$ cat src/rtl/trap_pkg.sv
package trap_pkg;
  localparam int XLEN = 32;
  localparam int REGW = 5;

  typedef enum logic [1:0] {
    CAUSE_NONE    = 2'd0,
    CAUSE_BREAK   = 2'd1,
    CAUSE_SYSCALL = 2'd2
  } cause_e;

  typedef struct packed {
    logic [XLEN-1:0] instr;
    logic [XLEN-1:0] addr;
    cause_e          cause;
    logic            rd_mem;
    logic            wr_mem;
    logic            wr_reg;
    logic [REGW-1:0] dst;
  } stage_t;

  localparam logic [5:0] OP_SPECIAL = 6'h00;
  localparam logic [5:0] OP_ADDI    = 6'h08;
  localparam logic [5:0] OP_ADDIU   = 6'h09;
  localparam logic [5:0] OP_LOAD    = 6'h23;
  localparam logic [5:0] OP_STORE   = 6'h2B;
  localparam logic [5:0] FN_SYSCALL = 6'd12;
  localparam logic [5:0] FN_BREAK   = 6'd13;
endpackage

$ cat src/rtl/trap_decode.sv
module trap_decode
  import trap_pkg::*;
(
  input  stage_t fin,
  output stage_t dout
);
  logic [5:0]      opc;
  logic [5:0]      fn;
  logic [REGW-1:0] rt;
  logic [REGW-1:0] rd;
  cause_e          trap_c;

  assign opc = fin.instr[31:26];
  assign fn  = fin.instr[5:0];
  assign rt  = fin.instr[20:16];
  assign rd  = fin.instr[15:11];

  always_comb begin
    trap_c = CAUSE_NONE;
    if (opc == OP_SPECIAL) begin
      if (fn == FN_SYSCALL)    trap_c = CAUSE_SYSCALL;
      else if (fn == FN_BREAK) trap_c = CAUSE_BREAK;
    end
  end

  always_comb begin
    dout        = fin;
    dout.rd_mem = 1'b0;
    dout.wr_mem = 1'b0;
    dout.wr_reg = 1'b0;
    dout.dst    = '0;
    // an earlier recorded cause wins over a newly decoded one
    if (fin.cause == CAUSE_NONE) dout.cause = trap_c;
    unique case (opc)
      OP_SPECIAL: begin
        if (trap_c == CAUSE_NONE && rd != '0) begin
          dout.wr_reg = 1'b1;
          dout.dst    = rd;
        end
      end
      OP_LOAD: begin
        dout.rd_mem = 1'b1;
        if (rt != '0) begin
          dout.wr_reg = 1'b1;
          dout.dst    = rt;
        end
      end
      OP_STORE: dout.wr_mem = 1'b1;
      OP_ADDI, OP_ADDIU: begin
        if (rt != '0) begin
          dout.wr_reg = 1'b1;
          dout.dst    = rt;
        end
      end
      default: ;
    endcase
  end
endmodule

$ cat src/rtl/trap_mem_gate.sv
module trap_mem_gate
  import trap_pkg::*;
(
  input  cause_e m_cause_i,
  input  logic   m_rd_i,
  input  logic   m_wr_i,
  input  logic   m_we_i,
  output logic   mem_rd_o,
  output logic   mem_wr_o,
  output logic   reg_we_o
);
  logic live;

  assign live     = (m_cause_i == CAUSE_NONE);
  assign mem_rd_o = m_rd_i & live;
  assign mem_wr_o = m_wr_i & live;
  assign reg_we_o = m_we_i & live;
endmodule

$ cat src/rtl/trap_flush_ctrl.sv
module trap_flush_ctrl
  import trap_pkg::*;
#(
  parameter int AW      = XLEN,
  parameter int INSTR_B = 4
) (
  input  cause_e        m_cause_i,
  input  logic [AW-1:0] m_addr_i,
  output logic          flush_o,
  output logic [AW-1:0] target_o,
  output logic          brk_o
);
  localparam logic [AW-1:0] STEP = AW'(INSTR_B);

  assign flush_o  = (m_cause_i != CAUSE_NONE);
  assign brk_o    = (m_cause_i == CAUSE_BREAK);
  assign target_o = m_addr_i + STEP;
endmodule

$ cat src/rtl/trap_pipe_top.sv
module trap_pipe_top
  import trap_pkg::*;
#(
  parameter int AW   = XLEN,
  parameter int RW   = REGW,
  parameter int SYNC = 2
) (
  input  logic          clk,
  input  logic          rst_n,
  input  logic          fetch_valid,
  input  logic [31:0]   fetch_instr,
  input  logic [AW-1:0] fetch_addr,
  output logic [AW-1:0] f_addr,
  output logic [1:0]    f_cause,
  output logic [AW-1:0] d_addr,
  output logic [1:0]    d_cause,
  output logic [AW-1:0] e_addr,
  output logic [1:0]    e_cause,
  output logic [AW-1:0] m_addr,
  output logic [1:0]    m_cause,
  output logic [31:0]   m_instr,
  output logic          m_mem_rd,
  output logic          m_mem_wr,
  output logic          wb_we,
  output logic [RW-1:0] wb_rd,
  output logic          redirect,
  output logic [AW-1:0] redirect_pc,
  output logic          brk_hit
);
  localparam stage_t BUBBLE = stage_t'('0);

  // reset: asserted asynchronously, released through a flop chain
  logic [SYNC-1:0] rst_pipe;
  logic            rst_sync_n;

  always_ff @(posedge clk or negedge rst_n) begin
    if (!rst_n) rst_pipe <= '0;
    else        rst_pipe <= {rst_pipe[SYNC-2:0], 1'b1};
  end
  assign rst_sync_n = rst_pipe[SYNC-1];

  stage_t f_q, d_q, e_q, m_q;
  stage_t f_n, d_n, e_n, m_n, f_in, dec_out;
  logic          w_we_q, w_we_n;
  logic [RW-1:0] w_rd_q, w_rd_n;
  logic          flush, gate_we;

  always_comb begin
    f_in = BUBBLE;
    if (fetch_valid) begin
      f_in.instr = fetch_instr;
      f_in.addr  = fetch_addr;
      f_in.cause = CAUSE_NONE;
    end
  end

  trap_decode u_dec (
    .fin  (f_q),
    .dout (dec_out)
  );

  trap_mem_gate u_gate (
    .m_cause_i (m_q.cause),
    .m_rd_i    (m_q.rd_mem),
    .m_wr_i    (m_q.wr_mem),
    .m_we_i    (m_q.wr_reg),
    .mem_rd_o  (m_mem_rd),
    .mem_wr_o  (m_mem_wr),
    .reg_we_o  (gate_we)
  );

  trap_flush_ctrl #(.AW(AW)) u_flush (
    .m_cause_i (m_q.cause),
    .m_addr_i  (m_q.addr),
    .flush_o   (flush),
    .target_o  (redirect_pc),
    .brk_o     (brk_hit)
  );

  // next state: either shift or flush every younger stage
  always_comb begin
    if (flush) begin
      f_n = BUBBLE;
      d_n = BUBBLE;
      e_n = BUBBLE;
      m_n = BUBBLE;
    end else begin
      f_n = f_in;
      d_n = dec_out;
      e_n = d_q;
      m_n = e_q;
    end
    w_we_n = gate_we;
    w_rd_n = m_q.dst;
  end

  always_ff @(posedge clk or negedge rst_sync_n) begin
    if (!rst_sync_n) begin
      f_q    <= BUBBLE;
      d_q    <= BUBBLE;
      e_q    <= BUBBLE;
      m_q    <= BUBBLE;
      w_we_q <= 1'b0;
      w_rd_q <= '0;
    end else begin
      f_q    <= f_n;
      d_q    <= d_n;
      e_q    <= e_n;
      m_q    <= m_n;
      w_we_q <= w_we_n;
      w_rd_q <= w_rd_n;
    end
  end

  assign f_addr   = f_q.addr;
  assign f_cause  = f_q.cause;
  assign d_addr   = d_q.addr;
  assign d_cause  = d_q.cause;
  assign e_addr   = e_q.addr;
  assign e_cause  = e_q.cause;
  assign m_addr   = m_q.addr;
  assign m_cause  = m_q.cause;
  assign m_instr  = m_q.instr;
  assign wb_we    = w_we_q;
  assign wb_rd    = w_rd_q;
  assign redirect = flush;

  assert_wb_squash_R5: assert property (@(posedge clk) disable iff (!rst_sync_n)
    redirect |=> !wb_we);
  assert_no_access_R5: assert property (@(posedge clk) disable iff (!rst_sync_n)
    redirect |-> (!m_mem_rd && !m_mem_wr));
  assert_flush_R8: assert property (@(posedge clk) disable iff (!rst_sync_n)
    redirect |=> (f_cause == 2'd0 && d_cause == 2'd0 && e_cause == 2'd0 &&
                  m_cause == 2'd0 && f_addr == '0 && m_addr == '0));
  assert_keep_cause_R3: assert property (@(posedge clk) disable iff (!rst_sync_n)
    (d_cause != 2'd0 && !redirect) |=> (e_cause == $past(d_cause)));
  assert_brk_redirect_R6: assert property (@(posedge clk) disable iff (!rst_sync_n)
    brk_hit |-> redirect);
endmodule

$ cat config.mk
export PLATFORM = sky130hd
export DESIGN_NAME = trap_pipe_top
export DESIGN_NICKNAME = d
export VERILOG_FILES = /design/src/rtl/trap_pkg.sv /design/src/rtl/trap_decode.sv /design/src/rtl/trap_mem_gate.sv /design/src/rtl/trap_flush_ctrl.sv /design/src/rtl/trap_pipe_top.sv
export SDC_FILE = /design/constraint.sdc
export NUM_CORES = 1
export LEC_CHECK = 0
export BUFFER_PORTS_ARGS = -buffer_cell sky130_fd_sc_hd__buf_2
export CORE_AREA = 5 5 201 203
export CTS_BUF_LIST = sky130_fd_sc_hd__clkbuf_4 sky130_fd_sc_hd__clkbuf_8 sky130_fd_sc_hd__clkbuf_16
export DETAILED_ROUTE_END_ITERATION = 16
export DIE_AREA = 0 0 206 208
export PLACE_DENSITY = 0.54
export SETUP_SLACK_MARGIN = 0.4
export SLEW_MARGIN = 25
export SYNTH_ARGS = -nofsm -noshare
export SYNTH_HDL_FRONTEND = slang
export SYNTH_SLANG_ARGS = --single-unit
$ cat constraint.sdc
create_clock -name clk -period 20.4 [get_ports clk]
set_input_delay 2.04 -clock clk [delete_from_list [all_inputs] [get_ports clk]]
set_output_delay 2.04 -clock clk [all_outputs]
set_load 0.05 [all_outputs]
# Word level (Yosys, flattened, before mapping)
# Index checks and enable logic that the tools add are counted.
[totals] out_inout_bits=210 in_bits=67 reg_bits=296 word_cells=61
[op_classes] n_eq_ne=7 n_reduce_logical=9 muxes=14 addsub=1 bitwise=3
[ops] op="$mux 74" n=4
[ops] op="$mux 66" n=1
[ops] op="$add 32x3->32 const B" n=1
[ops] op="$eq 6x4->1 const B" n=4
[ops] op="$eq 6x6->1 const B" n=2
[ops] op="$mux 6" n=2
[ops] op="$pmux 6 s2" n=1
[ops] op="$reduce_bool 5->1" n=2
[ops] op="$logic_not 2->1" n=3
[ops] op="$logic_not 6->1" n=1
[ops] op="$mux 2" n=3
[ops] op="$and 1x1->1" n=3
[ops] op="$mux 1" n=3
[ops] op="$reduce_or 3->1" n=1
[ops] op="$eq 2x1->1 const B" n=1
[ops] op="$reduce_bool 2->1" n=1
[ops] op="$logic_and 1x1->1" n=1

# Logic depth before layout (Yosys ltp)
[depth] ltp_word=9 mapped_depth=6 depth_no_buf=5

# Hierarchy
# Synthesis repeated with hierarchy kept, for this count alone.
[hier_totals] cells_unflattened=983 area_unflattened_um2=12250.5
[modules_own_cells] module="trap_pipe_top" area_per_inst_um2=10806.6 seq_area_each_um2=7357.1 cells_per_inst=789 n_inst=1
[modules_own_cells] module="trap_decode" area_per_inst_um2=735.7 seq_area_each_um2=0.0 cells_per_inst=101 n_inst=1
[modules_own_cells] module="trap_flush_ctrl" area_per_inst_um2=685.7 seq_area_each_um2=0.0 cells_per_inst=90 n_inst=1
[modules_own_cells] module="trap_mem_gate" area_per_inst_um2=22.5 seq_area_each_um2=0.0 cells_per_inst=3 n_inst=1

# Worst setup path before layout
# Ideal clock, no wire load.
[synth_timing] path_type="reg-to-output" start="reg m_q, in the netlist m_addr[2]" end="out redirect_pc[16]" path_slack_ns=16.301 path_stages_with_launch=7 path_buffers=1 required_time_ns=18.360 arrival_ns=2.059 path_cell_list="dfrtp_1 ha_1 and4_1 clkbuf_2 and3_1 nand4_1 xnor2_1"
[synth_between] elab_chain_len=1
[synth_rtl] item="from (decl)" line_no="trap_pipe_top.sv:42" rtl="stage_t f_q, d_q, e_q, m_q;"
[synth_rtl] item="from (signal assigned)" line_no="trap_pipe_top.sv:109" rtl="m_q <= m_n;"
[synth_rtl] item="$add 32x3->32" line_no="trap_flush_ctrl.sv:17" rtl="assign target_o = m_addr_i + STEP;"
[synth_rtl] item="to (decl)" line_no="trap_pipe_top.sv:27" rtl="output logic [AW-1:0] redirect_pc,"
# No other way between the ends.

# Final worst setup path
[layout_timing] start="reg m_q, in the netlist m_addr[2]" end="out redirect_pc[30]"
# Same word-level chain as after synthesis.

==> results.yml <==
outcome:
  status: "complete, no violations"
global_routing:
  grt_pass1_vias: 6622
  grtUsageTotal_pct: 12.2
  gr-total-overflow: 0
  grt_max_degree: 125
  grt_pass1_wl_um: 40500
  antenna_found_initial: 4
floorplan:
  die_area_um2: 42800
  core-area_um2: 38300
  num_rows: 72
  start_util_pct: 29.6
  die_h_um: 208
  chipWidth_um: 206
  ioPinCount: 277
pwr:
  p_sw_w: 0.000374
  powerDensity_nw_per_um2: 108
  ir_worst_vdd_v: 0.0000602
  pwr-share-seq_pct: 43.9
  power_frac_clock_pct: 45.4
  p_comb_share_pct: 10.6
  power.leakage_nw: 6.96
  p_int_w: 0.00106
  swShare_pct: 26.1
yosys:
  avgSynthCellArea_um2: 12.6
  synth_seq_area_share_pct: 64.9
  netlist.area_leader.share_pct: 64.9
  syn-cell-area_um2: 11300
  yosysWarnings: 0
  synth_most_common_cell: "dfrtp_1"
  ys.flop_type: "dfrtp_1"
  synth_top_area_cell: "dfrtp_1"
  ys_async_sr_fraction_pct: 100
  synth_area_leaders: "dfrtp_1 (65%), and2_1 (12%), buf_4 (11%), and3_1 (3.9%), xnor2_1 (1.6%)"
  synth_edf_count: 0
  post_synth_num_cell_types: 37
  synth_top_cells_by_count: "dfrtp_1 (294), and2_1 (216), buf_4 (170)"
  synth_seq_cells: 294
  synth_cells: 902
drt:
  drtIter0Drc: 346
  routedWlPerCell_um: 16.7
  dr.pass1.iters: 4
  ant_nets: 0
  avgViaCountPerCell: 4.03
  vias: 6264
  drc: 0
  routed_wl_um: 26000
clock_network:
  cts_tree: "built"
  ctsHoldBuffers: 0
  cts_num_sinks: 294
  cts_buffers: 35
  root_buffer: "clkbuf_16"
  clk_path_buf_depth: 3
  path_clk_slew_ps: 60
  clkLatencyLatePin_ps: 530
  cts.htree.levels: 2
  cts_setup_buffers: 0
  cts_resized: 0
timing:
  setup_viol: 0
  rsz0062_at_grt: "no"
  relSlewSlack_pct: 39.0
  max_freq_mhz: 213
  period_share_pct: 23.0
  setup_tns_ps: 0
  worst_clock_skew_ps: 15.9
  hold_viol: 0
  worst_pin_slew_ps: 915
  slew_violations: 0
  post-route-min-period_ps: 4690
placement:
  place_congestion: 0.818
  io_buffers: 274
  dpl.hpwl_um: 18300
critical_path:
  criticalPathCategory: "reg -> out"
  cp.arrival_ps: 2650
  end_kind: "primary output"
  critical_path_required_ps: 18360
  cp-start-kind: "flop"
  path_max_fanout: 8
cells_and_area:
  layout-drive-gt1-share_pct: 34.0
  final_util_pct: 34.6
  synthToLayoutAreaGrowth_pct: 16.9
  fin_nets: 1078
hold_path:
  hold_path_class: "reg -> async"
job:
  max_cap_violations: 0
area by class of cell:
class,instances,area (um^2)
clock buffer,48,1030
timing repair buffer,280,1450
sequential,294,7360
fill,3812,25000
multi-input combinational,393,2530
antenna,2,5.00
inverter,6,22.5
clock inverter,14,195
tap,518,648
logic make-up after synthesis:
logic type	after synthesis	share of synthesized area, %
AO/OA/AOI/OAI	9	0.607
XOR/XNOR	28	2.16
adder cells (fa/ha/maj)	1	0.110
buffers and inverters	216	12.8
flip-flops	294	64.9
other	2	0.0662
AND/OR/NAND/NOR	352	19.3
path summary, 6_finish.rpt:
kind                                        from  slack [ps]                    to  depth (start not counted)
min in group clk             w_rd_n[0]$_DFF_PN0_         350    wb_rd[0]$_DFF_PN0_                          0
max reg2reg                 m_cause[0]$_DFF_PN0_       17480  m_addr[13]$_DFF_PN0_                          4
max in group asynchronous  rst_pipe[1]$_DFF_PN0_       18040  d_addr[27]$_DFF_PN0_                          3
min                        rst_pipe[1]$_DFF_PN0_         230     f_q[72]$_DFF_PN0_                          0
max                          m_addr[2]$_DFF_PN0_       15710       redirect_pc[30]                          6
min reg2reg                rst_pipe[1]$_DFF_PN0_         230     f_q[72]$_DFF_PN0_                          0
cells in the final DEF, fill, tap and decap left out, types with 8 or more instances in the layout:
master,n
nand4_1,9
buf_2,273
nand3_1,8
clkbuf_16,36
and2_1,216
nand2_1,12
nor2_1,13
xnor2_1,21
and3_1,71
dfrtp_1,293
per-layer routing:
metal | vias to the layer above | track usage (%) | share of wire (%)
li1 | 2912 | - | -
met1 | 3099 | 15.5 | 42
met2 | 195 | 19.2 | 47
met3 | 54 | 4.55 | 7.9
met4 | 4 | 4.47 | 3.0
met5 | - | 0 | 0.13
state kept, by name, indices dropped and copies added (netlist names), 32 cells and up:
register and cells:
d_q 40, e_q 40, d_addr 32, e_addr 32, f_addr 32, f_q 32
m_addr 32, m_instr 32
through the flow:
stage | hold WS [ps] | worst slack [ps] | instance area, um^2 | power, W | cells
after detailed placement | 340 | 16290 | 12000 | 0.000794 | 1490
final | 230 | 15710 | 13300 | 0.00143 | 1555
after global placement | 336 | 16360 | 12000 | 0.000793 | 1490
after CTS | 353 | 15690 | 13200 | 0.00146 | 1552
after floorplan | 331 | 11600 | 11300 | 0.000773 | 903
after global routing | 262 | 15580 | 13300 | 0.00149 | 1555
power groups by stage:
stage	Combinational [W]	Clock [W]	Sequential, W
6_report	0.000152	0.000650	0.000629
5_1_grt	0.000162	0.000695	0.000633
3_3_place_gp	0.000152	0	0.000641
2_1_floorplan	0.000129	0	0.000644
4_1_cts	0.000152	0.000675	0.000632
3_5_place_dp	0.000152	0	0.000642
worst max-delay path, stage by stage, from the launching register on:
cell and delay (ps):
dfrtp_1 380, ha_1 220, and4_1 500, nand4_1 220, nor4_2 200, xor2_1 270
buf_2 320
Note: power is estimated with default switching activity, not from simulation.
